$ cat config.mk
export PLATFORM = sky130hd
export DESIGN_NAME = fg_speed_servo
export DESIGN_NICKNAME = d
export VERILOG_FILES = /design/src/rtl/fgs_pkg.sv /design/src/rtl/fgs_edge_sync.sv /design/src/rtl/fgs_prescaler.sv /design/src/rtl/fgs_period_meter.sv /design/src/rtl/fgs_phase_ref.sv /design/src/rtl/fg_speed_servo.sv
export SDC_FILE = /design/constraint.sdc
export NUM_CORES = 1
export LEC_CHECK = 0
export ABC_AREA = 1
export ABC_CLOCK_PERIOD_IN_PS = 2000
export CAP_MARGIN = 20
export CORE_AREA = 2 2 82 84
export CTS_CLUSTER_DIAMETER = 30
export DETAILED_ROUTE_END_ITERATION = 12
export DIE_AREA = 0 0 84 86
export PLACE_DENSITY = 0.85
export SLEW_MARGIN = 30
export SYNTH_ARGS = -nofsm -noshare
export SYNTH_HDL_FRONTEND = slang
export SYNTH_HIERARCHICAL = 1
export SYNTH_SLANG_ARGS = --single-unit
$ cat constraint.sdc
create_clock -name clk -period 2 [get_ports clk]
set_clock_uncertainty 0.05 [all_clocks]
set_input_delay 0.4 -clock clk [delete_from_list [all_inputs] [get_ports clk]]
set_output_delay 0.4 -clock clk [all_outputs]
set_load 0.03 [all_outputs]
$ cat src/rtl/fgs_pkg.sv
package fgs_pkg;
   // Pairing state of the period meter: waiting for the arming edge,
   // expecting the first period of a pair, or expecting the second one.
   typedef enum logic [1:0] {
      PAIR_WAIT   = 2'd0,
      PAIR_FIRST  = 2'd1,
      PAIR_SECOND = 2'd2
   } pair_state_e;
endpackage

$ cat src/rtl/fgs_edge_sync.sv
module fgs_edge_sync #(
   parameter int STAGES = 2
) (
   input  logic clk,
   input  logic rst_n,
   input  logic async_i,
   output logic rise_o
);
   logic [STAGES-1:0] sr_q;
   logic              last_q;

   always_ff @(posedge clk or negedge rst_n) begin
      if (!rst_n) begin
         sr_q   <= '0;
         last_q <= 1'b0;
      end else begin
         sr_q   <= {sr_q[STAGES-2:0], async_i};
         last_q <= sr_q[STAGES-1];
      end
   end

   // one-cycle pulse on a synchronized rising transition
   assign rise_o = sr_q[STAGES-1] & ~last_q;
endmodule

$ cat src/rtl/fgs_prescaler.sv
module fgs_prescaler #(
   parameter int DIV = 16
) (
   input  logic clk,
   input  logic rst_n,
   output logic tick_o
);
   generate
      if (DIV == 1) begin : g_pass
         assign tick_o = 1'b1;
      end else begin : g_div
         localparam int PW = $clog2(DIV);
         localparam logic [PW-1:0] LAST = PW'(DIV - 1);
         logic [PW-1:0] cnt_q;

         always_ff @(posedge clk or negedge rst_n) begin
            if (!rst_n)              cnt_q <= '0;
            else if (cnt_q == LAST)  cnt_q <= '0;
            else                     cnt_q <= cnt_q + PW'(1);
         end

         assign tick_o = (cnt_q == LAST);
      end
   endgenerate
endmodule

$ cat src/rtl/fgs_period_meter.sv
module fgs_period_meter
   import fgs_pkg::*;
#(
   parameter int CNT_W     = 10,
   parameter int SAT_TICKS = 1023
) (
   input  logic             clk,
   input  logic             rst_n,
   input  logic             tick_i,
   input  logic             edge_i,
   output logic [CNT_W:0]   pair_sum_o,
   output logic             pair_vld_o,
   output logic             stalled_o
);
   localparam logic [CNT_W-1:0] SAT_V = CNT_W'(SAT_TICKS);

   logic [CNT_W-1:0] cnt_q;
   logic [CNT_W-1:0] first_q;
   pair_state_e      st_q;
   logic             at_sat;

   assign at_sat = (cnt_q == SAT_V);

   always_ff @(posedge clk or negedge rst_n) begin
      if (!rst_n) begin
         cnt_q      <= '0;
         first_q    <= '0;
         st_q       <= PAIR_WAIT;
         pair_sum_o <= '0;
         pair_vld_o <= 1'b0;
      end else begin
         pair_vld_o <= 1'b0;
         if (edge_i) begin
            // a tick coinciding with the edge belongs to the new period
            cnt_q <= tick_i ? CNT_W'(1) : '0;
            unique case (st_q)
               PAIR_WAIT:   st_q <= PAIR_FIRST;
               PAIR_FIRST: begin
                  first_q <= cnt_q;
                  st_q    <= PAIR_SECOND;
               end
               PAIR_SECOND: begin
                  pair_sum_o <= {1'b0, first_q} + {1'b0, cnt_q};
                  pair_vld_o <= 1'b1;
                  st_q       <= PAIR_FIRST;
               end
               default:     st_q <= PAIR_WAIT;
            endcase
         end else if (tick_i && !at_sat) begin
            cnt_q <= cnt_q + CNT_W'(1);
         end
      end
   end

   assign stalled_o = at_sat;
endmodule

$ cat src/rtl/fgs_phase_ref.sv
module fgs_phase_ref #(
   parameter int RW = 9
) (
   input  logic                 clk,
   input  logic                 rst_n,
   input  logic                 tick_i,
   input  logic                 edge_i,
   output logic signed [RW-1:0] phase_o,
   output logic                 vld_o
);
   logic [RW-1:0] ref_q;

   always_ff @(posedge clk or negedge rst_n) begin
      if (!rst_n) begin
         ref_q   <= '0;
         phase_o <= '0;
         vld_o   <= 1'b0;
      end else begin
         if (tick_i) ref_q <= ref_q + RW'(1);
         vld_o <= edge_i;
         // modulo-2^RW position read as two's complement gives the
         // nearest signed distance from the rollover point
         if (edge_i) phase_o <= $signed(ref_q);
      end
   end
endmodule

$ cat src/rtl/fg_speed_servo.sv
module fg_speed_servo #(
   parameter int PRESCALE    = 16,
   parameter int NOM_TICKS   = 512,
   parameter int LOCK_MARGIN = 32,
   parameter int SAT_TICKS   = 1023,
   parameter int SYNC_STAGES = 2,
   localparam int CNT_W = $clog2(SAT_TICKS + 1),
   localparam int SPD_W = CNT_W + 1,
   localparam int PH_W  = $clog2(NOM_TICKS)
) (
   input  logic                    clk,
   input  logic                    rst_n,
   input  logic                    fg_in,
   output logic signed [SPD_W-1:0] speed_err_o,
   output logic                    speed_vld_o,
   output logic signed [PH_W-1:0]  phase_err_o,
   output logic                    phase_vld_o,
   output logic                    lock_n_o
);
   localparam logic signed [SPD_W-1:0] WIN      = SPD_W'(2 * LOCK_MARGIN);
   localparam logic [SPD_W-1:0]        PAIR_NOM = SPD_W'(2 * NOM_TICKS);

   generate
      if (PRESCALE < 1) begin : g_bad_div
         $error("PRESCALE must be at least 1");
      end
      if ((NOM_TICKS & (NOM_TICKS - 1)) != 0) begin : g_bad_nom
         $error("NOM_TICKS must be a power of two");
      end
      if (SAT_TICKS <= NOM_TICKS + LOCK_MARGIN || SAT_TICKS >= 2 * NOM_TICKS) begin : g_bad_sat
         $error("SAT_TICKS must lie above the window and below twice nominal");
      end
      if (SYNC_STAGES < 2) begin : g_bad_sync
         $error("SYNC_STAGES must be at least 2");
      end
   endgenerate

   logic               rise_w;
   logic               tick_w;
   logic [CNT_W:0]     pair_sum_w;
   logic               pair_vld_w;
   logic               stalled_w;
   logic signed [SPD_W-1:0] diff_w;
   logic               in_win_w;

   fgs_edge_sync #(.STAGES(SYNC_STAGES)) u_sync (
      .clk     (clk),
      .rst_n   (rst_n),
      .async_i (fg_in),
      .rise_o  (rise_w)
   );

   fgs_prescaler #(.DIV(PRESCALE)) u_pre (
      .clk    (clk),
      .rst_n  (rst_n),
      .tick_o (tick_w)
   );

   fgs_period_meter #(.CNT_W(CNT_W), .SAT_TICKS(SAT_TICKS)) u_meter (
      .clk        (clk),
      .rst_n      (rst_n),
      .tick_i     (tick_w),
      .edge_i     (rise_w),
      .pair_sum_o (pair_sum_w),
      .pair_vld_o (pair_vld_w),
      .stalled_o  (stalled_w)
   );

   fgs_phase_ref #(.RW(PH_W)) u_phase (
      .clk     (clk),
      .rst_n   (rst_n),
      .tick_i  (tick_w),
      .edge_i  (rise_w),
      .phase_o (phase_err_o),
      .vld_o   (phase_vld_o)
   );

   assign diff_w   = $signed(pair_sum_w - PAIR_NOM);
   assign in_win_w = (diff_w >= -WIN) && (diff_w <= WIN);

   always_ff @(posedge clk or negedge rst_n) begin
      if (!rst_n) begin
         speed_err_o <= '0;
         speed_vld_o <= 1'b0;
         lock_n_o    <= 1'b1;
      end else begin
         speed_vld_o <= pair_vld_w;
         if (pair_vld_w) speed_err_o <= diff_w;
         if (stalled_w)       lock_n_o <= 1'b1;
         else if (pair_vld_w) lock_n_o <= ~in_win_w;
      end
   end
endmodule

==> results.sh, run 1 <==
export IMPL_run_status="finished clean"
export IMPL_post_drt_via_cell_ratio=5.346
export IMPL_worst_slew_margin_pct=67.09
export IMPL_worst_case_setup_margin_in_the_final_layout_ns=0.1488
export IMPL_buffer_ports_inserted=25
export IMPL_cp_num_buf_inv=1
export IMPL_dp_worst_setup_slack_ns=0.2269
export IMPL_synthFlopType="sky130_fd_sc_hd__dfrtp_1"
export IMPL_drt_iter0_drc=242
export IMPL_largest_family_of_logic_cells_by_synthesized_area="simple AND/OR/NAND/NOR gates"
export IMPL_antenna_found_initial=0
export IMPL_antenna_left=0
export IMPL_yosysWarningCount=6
export IMPL_synth_fa_ha_area_share_pct=5.121
export IMPL_finalHoldWorstSlack_ns=0.02259
export IMPL_placementRows=29
export IMPL_clock_tree_root_cell="sky130_fd_sc_hd__clkbuf_8"
export IMPL_vias_in_the_first_global_route=2780
export IMPL_max_freq_mhz=540.2
export IMPL_remaining_drc_errors=0
export IMPL_grt_start_max_net_pins=74
export IMPL_timing_final_crit_share_pct=92.56
export IMPL_layout_cells_most_common_list="125 x sky130_fd_sc_hd__nand2_1, 72 x sky130_fd_sc_hd__dfrtp_1, 52 x sky130_fd_sc_hd__inv_1, 34 x sky130_fd_sc_hd__o21ai_0, 30 x sky130_fd_sc_hd__nand3_1"
export IMPL_setup_viol=0
export IMPL_global_route_usage_total_pct=22.10
export IMPL_hpwlAfterDp_mm=5.264
export IMPL_post_route_cells_drive_above_1_share_pct=8.423
export IMPL_final_cells=540
export IMPL_max_cap_viol_count=0
export IMPL_yosys_area_top_type_share_pct=50.51
export IMPL_synthSimpleGateAreaFrac_pct=23.50
export IMPL_placeableCoreArea_um2=6277
export IMPL_netlist_instances=424
export IMPL_cts_hold_repair_buffers=0
export IMPL_final_core_utilization_pct=65.86
export IMPL_synth_area_top_cells="sky130_fd_sc_hd__dfrtp_1 51%, sky130_fd_sc_hd__nand2_1 13%, sky130_fd_sc_hd__inv_1 5.5%"
export IMPL_async_reset_ff_share_pct=100.0
export IMPL_worst_setup_path_type="reg2out"
export IMPL_layout_cells_most_common="sky130_fd_sc_hd__nand2_1"
export IMPL_starting_utilization_of_the_core_area_pct=56.83
export IMPL_syn_to_final_growth_pct=15.89
export IMPL_min_period_ns=1.851
export IMPL_leakage_power_uw=0.002083
export IMPL_netlist_area_um2=3567
export IMPL_die_width_um=84
export IMPL_clk_insertion_delay_late_ns=0.34
export IMPL_grt_ovfl_total=0
export IMPL_cp_cell_sequence="clkdlybuf4s50_1"
export IMPL_cts_max_level=3
export IMPL_biggest_cell_delay_along_the_critical_path_ns=0.70
export IMPL_yosysSeqAreaShare_pct=51.25
export IMPL_power_density_nw_per_um2=803.9
export IMPL_critical_path_required_ns=1.55
export IMPL_max_clock_path_buffers=2
export IMPL_numClockSinks=73
export IMPL_number_of_flops_mapped_to_enable_cells_by_yosys=0
export IMPL_floorplan_die_height_um=86
export IMPL_wire_per_inst_um=13.94
export IMPL_yosys_register_bits=73
export IMPL_numCtsBuffers=9
export IMPL_irDropWorstVdd_uv=667.6
export IMPL_crit_path_capture_type="primary output"
export IMPL_synthXorXnorAreaFrac_pct=2.455
export IMPL_layout_filler_cells=491
export IMPL_die_area_um2=7224
export IMPL_worstHoldPathType="in2async"
export IMPL_hold_violations=0
export IMPL_critical_path_arrival_ns=1.40
export IMPL_wire_length_of_the_first_global_routing_pass_mm=12.59
export IMPL_compound_gate_portion_of_the_synthesized_area_pct=8.629
export IMPL_num_vias=2887
export IMPL_biggest_area_consumer_among_synthesized_cells="sky130_fd_sc_hd__dfrtp_1"
export IMPL_post_cts_buffers=0
export IMPL_floorplan_io_pins=26
export IMPL_cpMaxStageDelayCell="sky130_fd_sc_hd__clkdlybuf4s50_1"
export IMPL_drt_total_wl_mm=7.526
export IMPL_cp_max_fo=2
export IMPL_placedCellCount=524
export IMPL_syn_num_nets=441
export IMPL_setup_worst_path_start_class="flip-flop"
export IMPL_nets=475
export IMPL_num_antenna_cells=0
export IMPL_clk_pin_slew_worst_paths_ns=0.08
export IMPL_synth_avg_cell_area_um2=8.413
export IMPL_cts_tree="built"
export IMPL_firstDrtPassIters=5
export IMPL_routabilityCongestion=0.9254
export IMPL_post_cts_resized_instances=0
export IMPL_worst_pin_slew_ns=0.4920
export IMPL_muxShareOfSynthArea_pct=1.263
export IMPL_max_slew_violation_total_from_the_final_report=0
export IMPL_synth_lib_cells_used_distinct=31
export IMPL_crit_family="buffers and inverters"
-- power by group --
| part | total [µW] | switching, µW | internal (µW) | leakage, µW |
|---|---|---|---|---|
| Sequential | 1640 | 65.3 | 1580 | 0.000965 |
| Combinational | 430 | 275 | 156 | 0.00101 |
| Clock | 1250 | 545 | 707 | 0.000103 |
| Total | 3320 | 885 | 2440 | 0.00208 |
-- cell families after synthesis --
logic type / Yosys count
AND/OR/NAND/NOR: 200
flip-flops: 73
buffers and inverters: 65
AO/OA/AOI/OAI: 58
adder cells (fa/ha/maj): 14
XOR/XNOR: 10
multiplexers: 4
-- worst reg2reg max path, cell delays in order, from the launching register on --
cell and delay (ns):
sky130_fd_sc_hd__dfrtp_1 0.35, sky130_fd_sc_hd__buf_4 0.13, sky130_fd_sc_hd__ha_1 0.16, sky130_fd_sc_hd__nand2_1 0.14
sky130_fd_sc_hd__nor2_2 0.20, sky130_fd_sc_hd__nand4_1 0.13, sky130_fd_sc_hd__nand2_1 0.14, sky130_fd_sc_hd__nand2_1 0.14
sky130_fd_sc_hd__inv_2 0.17, sky130_fd_sc_hd__o21ai_0 0.11
-- flip-flops by register name (all words and copies together), names as in the netlist --
signal	flops
u_sync/last_q	1
u_meter/pair_vld_o	1
u_phase/vld_o	1
speed_vld_o	1
u_phase/ref_q	9
u_meter/first_q	10
u_phase/phase_o	9
speed_err_o	11
u_meter/st_q	2
u_meter/cnt_q	10
u_pre/g_div.cnt_q	4
u_meter/pair_sum_o	11
lock_n_o	1
u_sync/sr_q	2
-- Yosys cell counts (2+ instances only) --
| library cell | n |
|---|---|
| sky130_fd_sc_hd__a21oi_1 | 16 |
| sky130_fd_sc_hd__buf_2 | 2 |
| sky130_fd_sc_hd__buf_6 | 3 |
| sky130_fd_sc_hd__clkbuf_2 | 2 |
| sky130_fd_sc_hd__dfrtp_1 | 72 |
| sky130_fd_sc_hd__ha_1 | 13 |
| sky130_fd_sc_hd__inv_1 | 52 |
| sky130_fd_sc_hd__inv_2 | 3 |
| sky130_fd_sc_hd__mux2_2 | 4 |
| sky130_fd_sc_hd__nand2_1 | 125 |
| sky130_fd_sc_hd__nand3_1 | 30 |
| sky130_fd_sc_hd__nand3b_1 | 2 |
| sky130_fd_sc_hd__nand4_1 | 7 |
| sky130_fd_sc_hd__nor2_1 | 30 |
| sky130_fd_sc_hd__nor2_2 | 3 |
| sky130_fd_sc_hd__o21ai_0 | 34 |
| sky130_fd_sc_hd__o21ai_1 | 2 |
| sky130_fd_sc_hd__o21ai_2 | 2 |
| sky130_fd_sc_hd__o21bai_1 | 2 |
| sky130_fd_sc_hd__xnor2_1 | 3 |
| sky130_fd_sc_hd__xor2_1 | 7 |
-- worst paths after layout --
path,startpoint,to,slack [ns],cells after the start
min in group clk,u_sync/sr_q[0],u_sync/sr_q[1],0.32,0
worst min-delay path,rst_n,u_phase/phase_o[5],0.02,2
worst min register to register,u_sync/sr_q[0],u_sync/sr_q[1],0.32,0
max in group asynchronous,rst_n,lock_n_o,1.56,2
worst max-delay path,u_phase/phase_o[3],phase_err_o[3],0.15,1
worst max register to register,u_meter/cnt_q[0],u_meter/cnt_q[7],0.18,9
-- metrics by stage --
stage,setup TNS (ns),total power (µW),area (µm²)
after floorplan,0,1925,3567
after global placement,0,2080,3909
after detailed placement,0,2100,3909
after CTS,0,3360,4129
after global routing,-0.01842,3479,4134
final,0,3323,4134
-- metal layers --
| layer | vias up | share of wire [%] | GRT usage (%) |
|---|---|---|---|
| li1 | 1419 | - | - |
| met1 | 1360 | 43 | 27.17 |
| met2 | 93 | 50 | 37.60 |
| met3 | 15 | 4.6 | 3.850 |
| met4 | 0 | 2.2 | 11.58 |
| met5 | - | 0 | 0 |
-- final cells by class --
class | count | area, µm² | area share (%)
flip-flops and latches | 73 | 1828 | 44.22
multi-input cells | 286 | 1464 | 35.41
repair buffers | 32 | 312.8 | 7.567
inverters | 56 | 212.7 | 5.145
clock buffers | 10 | 127.6 | 3.087
well taps | 77 | 96.34 | 2.331
clock inverters | 6 | 92.59 | 2.240
Note: power is estimated with default switching activity, not from simulation.
==> inputs of run 2 (changes only) <==
--- a/config.mk
+++ b/config.mk
@@ -15,2 +15,3 @@
 export PLACE_DENSITY = 0.85
+export REMOVE_ABC_BUFFERS = 1
 export SLEW_MARGIN = 30
==> constraint.sdc (replaced) <==
create_clock -name clk -period 2 [get_ports clk]
set_clock_uncertainty 0.05 [all_clocks]
set_input_delay 0.3 -clock clk [delete_from_list [all_inputs] [get_ports clk]]
set_output_delay 0.3 -clock clk [all_outputs]
set_load 0.03 [all_outputs]
==> run 2 against run 1 <==
Critical path depth unchanged. First-iteration DRC count fell by 41%. Final cell count unchanged. Highest routed layer unchanged. Power rose by 3.2%. Final area is 0.48% higher. Wire length shrank 9.7%. Via count is 2.9% lower. Sequential share of layout area decreased by 0.21 points. Global-route usage down 0.73 points. Largest power group unchanged. Non-clock buffer count did not move. Critical path type unchanged.
==> results.sh, run 2 (same netlist as run 1, synthesis figures left out) <==
export IMPL_placementRows=29
export IMPL_syn_to_final_growth_pct=16.45
export IMPL_worst_slew_margin_pct=72.10
export IMPL_biggest_cell_delay_along_the_critical_path_ns=0.66
export IMPL_reg_top3="speed_err_o x11, u_meter/pair_sum_o x11"
export IMPL_antenna_found_initial=0
export IMPL_run_status="finished clean"
export IMPL_final_cells=540
export IMPL_cp_cell_sequence="clkdlybuf4s50_1"
export IMPL_die_width_um=84
export IMPL_irDropWorstVdd_uv=711.7
export IMPL_buffer_ports_inserted=25
export IMPL_cpMaxStageDelayCell="sky130_fd_sc_hd__clkdlybuf4s50_1"
export IMPL_top_layer="met4"
export IMPL_cts_tree="built"
export IMPL_worst_setup_path_type="reg2out"
export IMPL_critical_path_reg2reg_endpoint="u_meter/cnt_q[7]"
export IMPL_drt_total_wl_mm=6.794
export IMPL_fin_tns_setup_ns=0
export IMPL_grt_start_max_net_pins=74
export IMPL_setup_worst_path_start_class="flip-flop"
export IMPL_remaining_drc_errors=0
export IMPL_hpwlAfterDp_mm=4.813
export IMPL_global_route_usage_total_pct=21.37
export IMPL_num_vias=2802
export IMPL_timing_final_crit_share_pct=94.19
export IMPL_routabilityCongestion=0.8958
export IMPL_register_to_register_setup_slack_ns=0.18
export IMPL_grt_ovfl_total=0
export IMPL_post_cts_buffers=0
export IMPL_num_antenna_cells=0
export IMPL_layout_cells_most_common="sky130_fd_sc_hd__nand2_1"
export IMPL_finalHoldWorstSlack_ns=0.3129
export IMPL_layout_cells_most_common_list="125 x sky130_fd_sc_hd__nand2_1, 72 x sky130_fd_sc_hd__dfrtp_1, 52 x sky130_fd_sc_hd__inv_1, 33 x sky130_fd_sc_hd__o21ai_0"
export IMPL_wire_length_of_the_first_global_routing_pass_mm=12.35
export IMPL_floorplan_die_height_um=86
export IMPL_nets=475
export IMPL_starting_utilization_of_the_core_area_pct=56.83
export IMPL_wire_per_inst_um=12.58
export IMPL_critical_path_required_ns=1.65
export IMPL_setup_viol=0
export IMPL_min_period_ns=1.884
export IMPL_max_clock_path_buffers=2
export IMPL_drt_met1_wl_mm=2.960
export IMPL_placeableCoreArea_um2=6277
export IMPL_placedCellCount=523
export IMPL_crit_path_capture_type="primary output"
export IMPL_critical_path_arrival_ns=1.53
export IMPL_post_route_cells_drive_above_1_share_pct=8.207
export IMPL_clk_insertion_delay_late_ns=0.34
export IMPL_met2_length_mm=3.507
export IMPL_max_cap_viol_count=0
export IMPL_crit_family="buffers and inverters"
export IMPL_antenna_left=0
export IMPL_clk_pin_slew_worst_paths_ns=0.07
export IMPL_cp_num_buf_inv=1
export IMPL_die_area_um2=7224
export IMPL_leakage_power_uw=0.002083
export IMPL_power_uw=3430
export IMPL_worstHoldPathType="reg2reg"
export IMPL_worst_pin_slew_ns=0.4172
export IMPL_holdPathEnd="u_sync/sr_q[1]"
export IMPL_launch_point_of_the_worst_reg_to_reg_path="u_meter/cnt_q[0]"
export IMPL_cp_max_fo=2
export IMPL_hold_violations=0
export IMPL_hold_path_startpoint="u_sync/sr_q[0]"
export IMPL_wire_length_on_met3_um=228
export IMPL_cts_max_level=3
export IMPL_post_drt_via_cell_ratio=5.189
export IMPL_max_freq_mhz=530.9
export IMPL_vias_in_the_first_global_route=2940
export IMPL_power_density_nw_per_um2=825.8
export IMPL_floorplan_io_pins=26
export IMPL_clock_tree_root_cell="sky130_fd_sc_hd__clkbuf_8"
export IMPL_firstDrtPassIters=5
export IMPL_stdcell_area_um2=4154
export IMPL_postPlaceCellArea_um2=3901
export IMPL_worst_hold_path_num_cells=0
export IMPL_numCtsBuffers=9
export IMPL_drt_iter0_drc=142
export IMPL_grt_setup_unrepaired="no"
export IMPL_max_slew_violation_total_from_the_final_report=0
export IMPL_ff2ff_path_depth=9
export IMPL_numClockSinks=73
[run 2: cell types whose count changed in the layout (fill, tap and decap cells not counted), sizes merged]
cell and delta:
dlygate4sd3 +1, clkdlybuf4s50 +1, bufinv +1, buf -1, clkbuf -1, dlymetal6s2s -1
[run 2: area by class of cell]
class                   count  area, µm²
clock buffers               9      123.9
clock inverters             7      118.9
fillers                   508       2123
inverters                  56      212.7
multi-input cells         286       1461
flip-flops and latches     73       1828
well taps                  77      96.34
repair buffers             32      312.8
[run 2: metal layers]
metal / track usage [%] / up-vias
li1: - / 1416
met1: 24.17 / 1325
met2: 39.05 / 53
met3: 4.716 / 8
met4: 9.091 / 0
met5: 0 / -
[run 2: worst max path at each step]
stage / start / endpoint / slack [ns] / cells past startpoint
floorplan: u_sync/last_q / u_meter/first_q[8] / 0.1 / 3
global placement: u_meter/cnt_q[0] / u_meter/pair_sum_o[8] / 0.19 / 9
global route: u_meter/first_q[0] / u_meter/pair_sum_o[8] / 0.05 / 9
finish: lock_n_o / lock_n_o / 0.12 / 1
detailed placement: u_meter/cnt_q[0] / u_meter/pair_sum_o[6] / 0.11 / 9
CTS: u_meter/cnt_q[0] / u_meter/pair_sum_o[6] / 0.09 / 9
[run 2: report_power, final]
part / leakage [µW] / internal (µW) / switching (µW) / total, µW
registers: 0.000965 / 1580 / 58.7 / 1630
clock network: 0.000115 / 827 / 537 / 1360
logic: 0.00100 / 163 / 269 / 431
[run 2: per-stage QoR]
step / setup slack [ns] / utilization, %
after floorplan: 0.09622 / -
after global placement: 0.1884 / 62.15
after detailed placement: 0.1065 / 62.15
after CTS: 0.09020 / 66.18
after global routing: 0.04532 / 66.18
final: 0.1162 / 66.18
[run 2: what timing repair did]
action / in CTS / in global routing
endpoints found under the setup margin: 0 / 2
endpoints found under the hold margin: 72 / 0
hold buffers: 1 / 0
resized for setup: 0 / 1
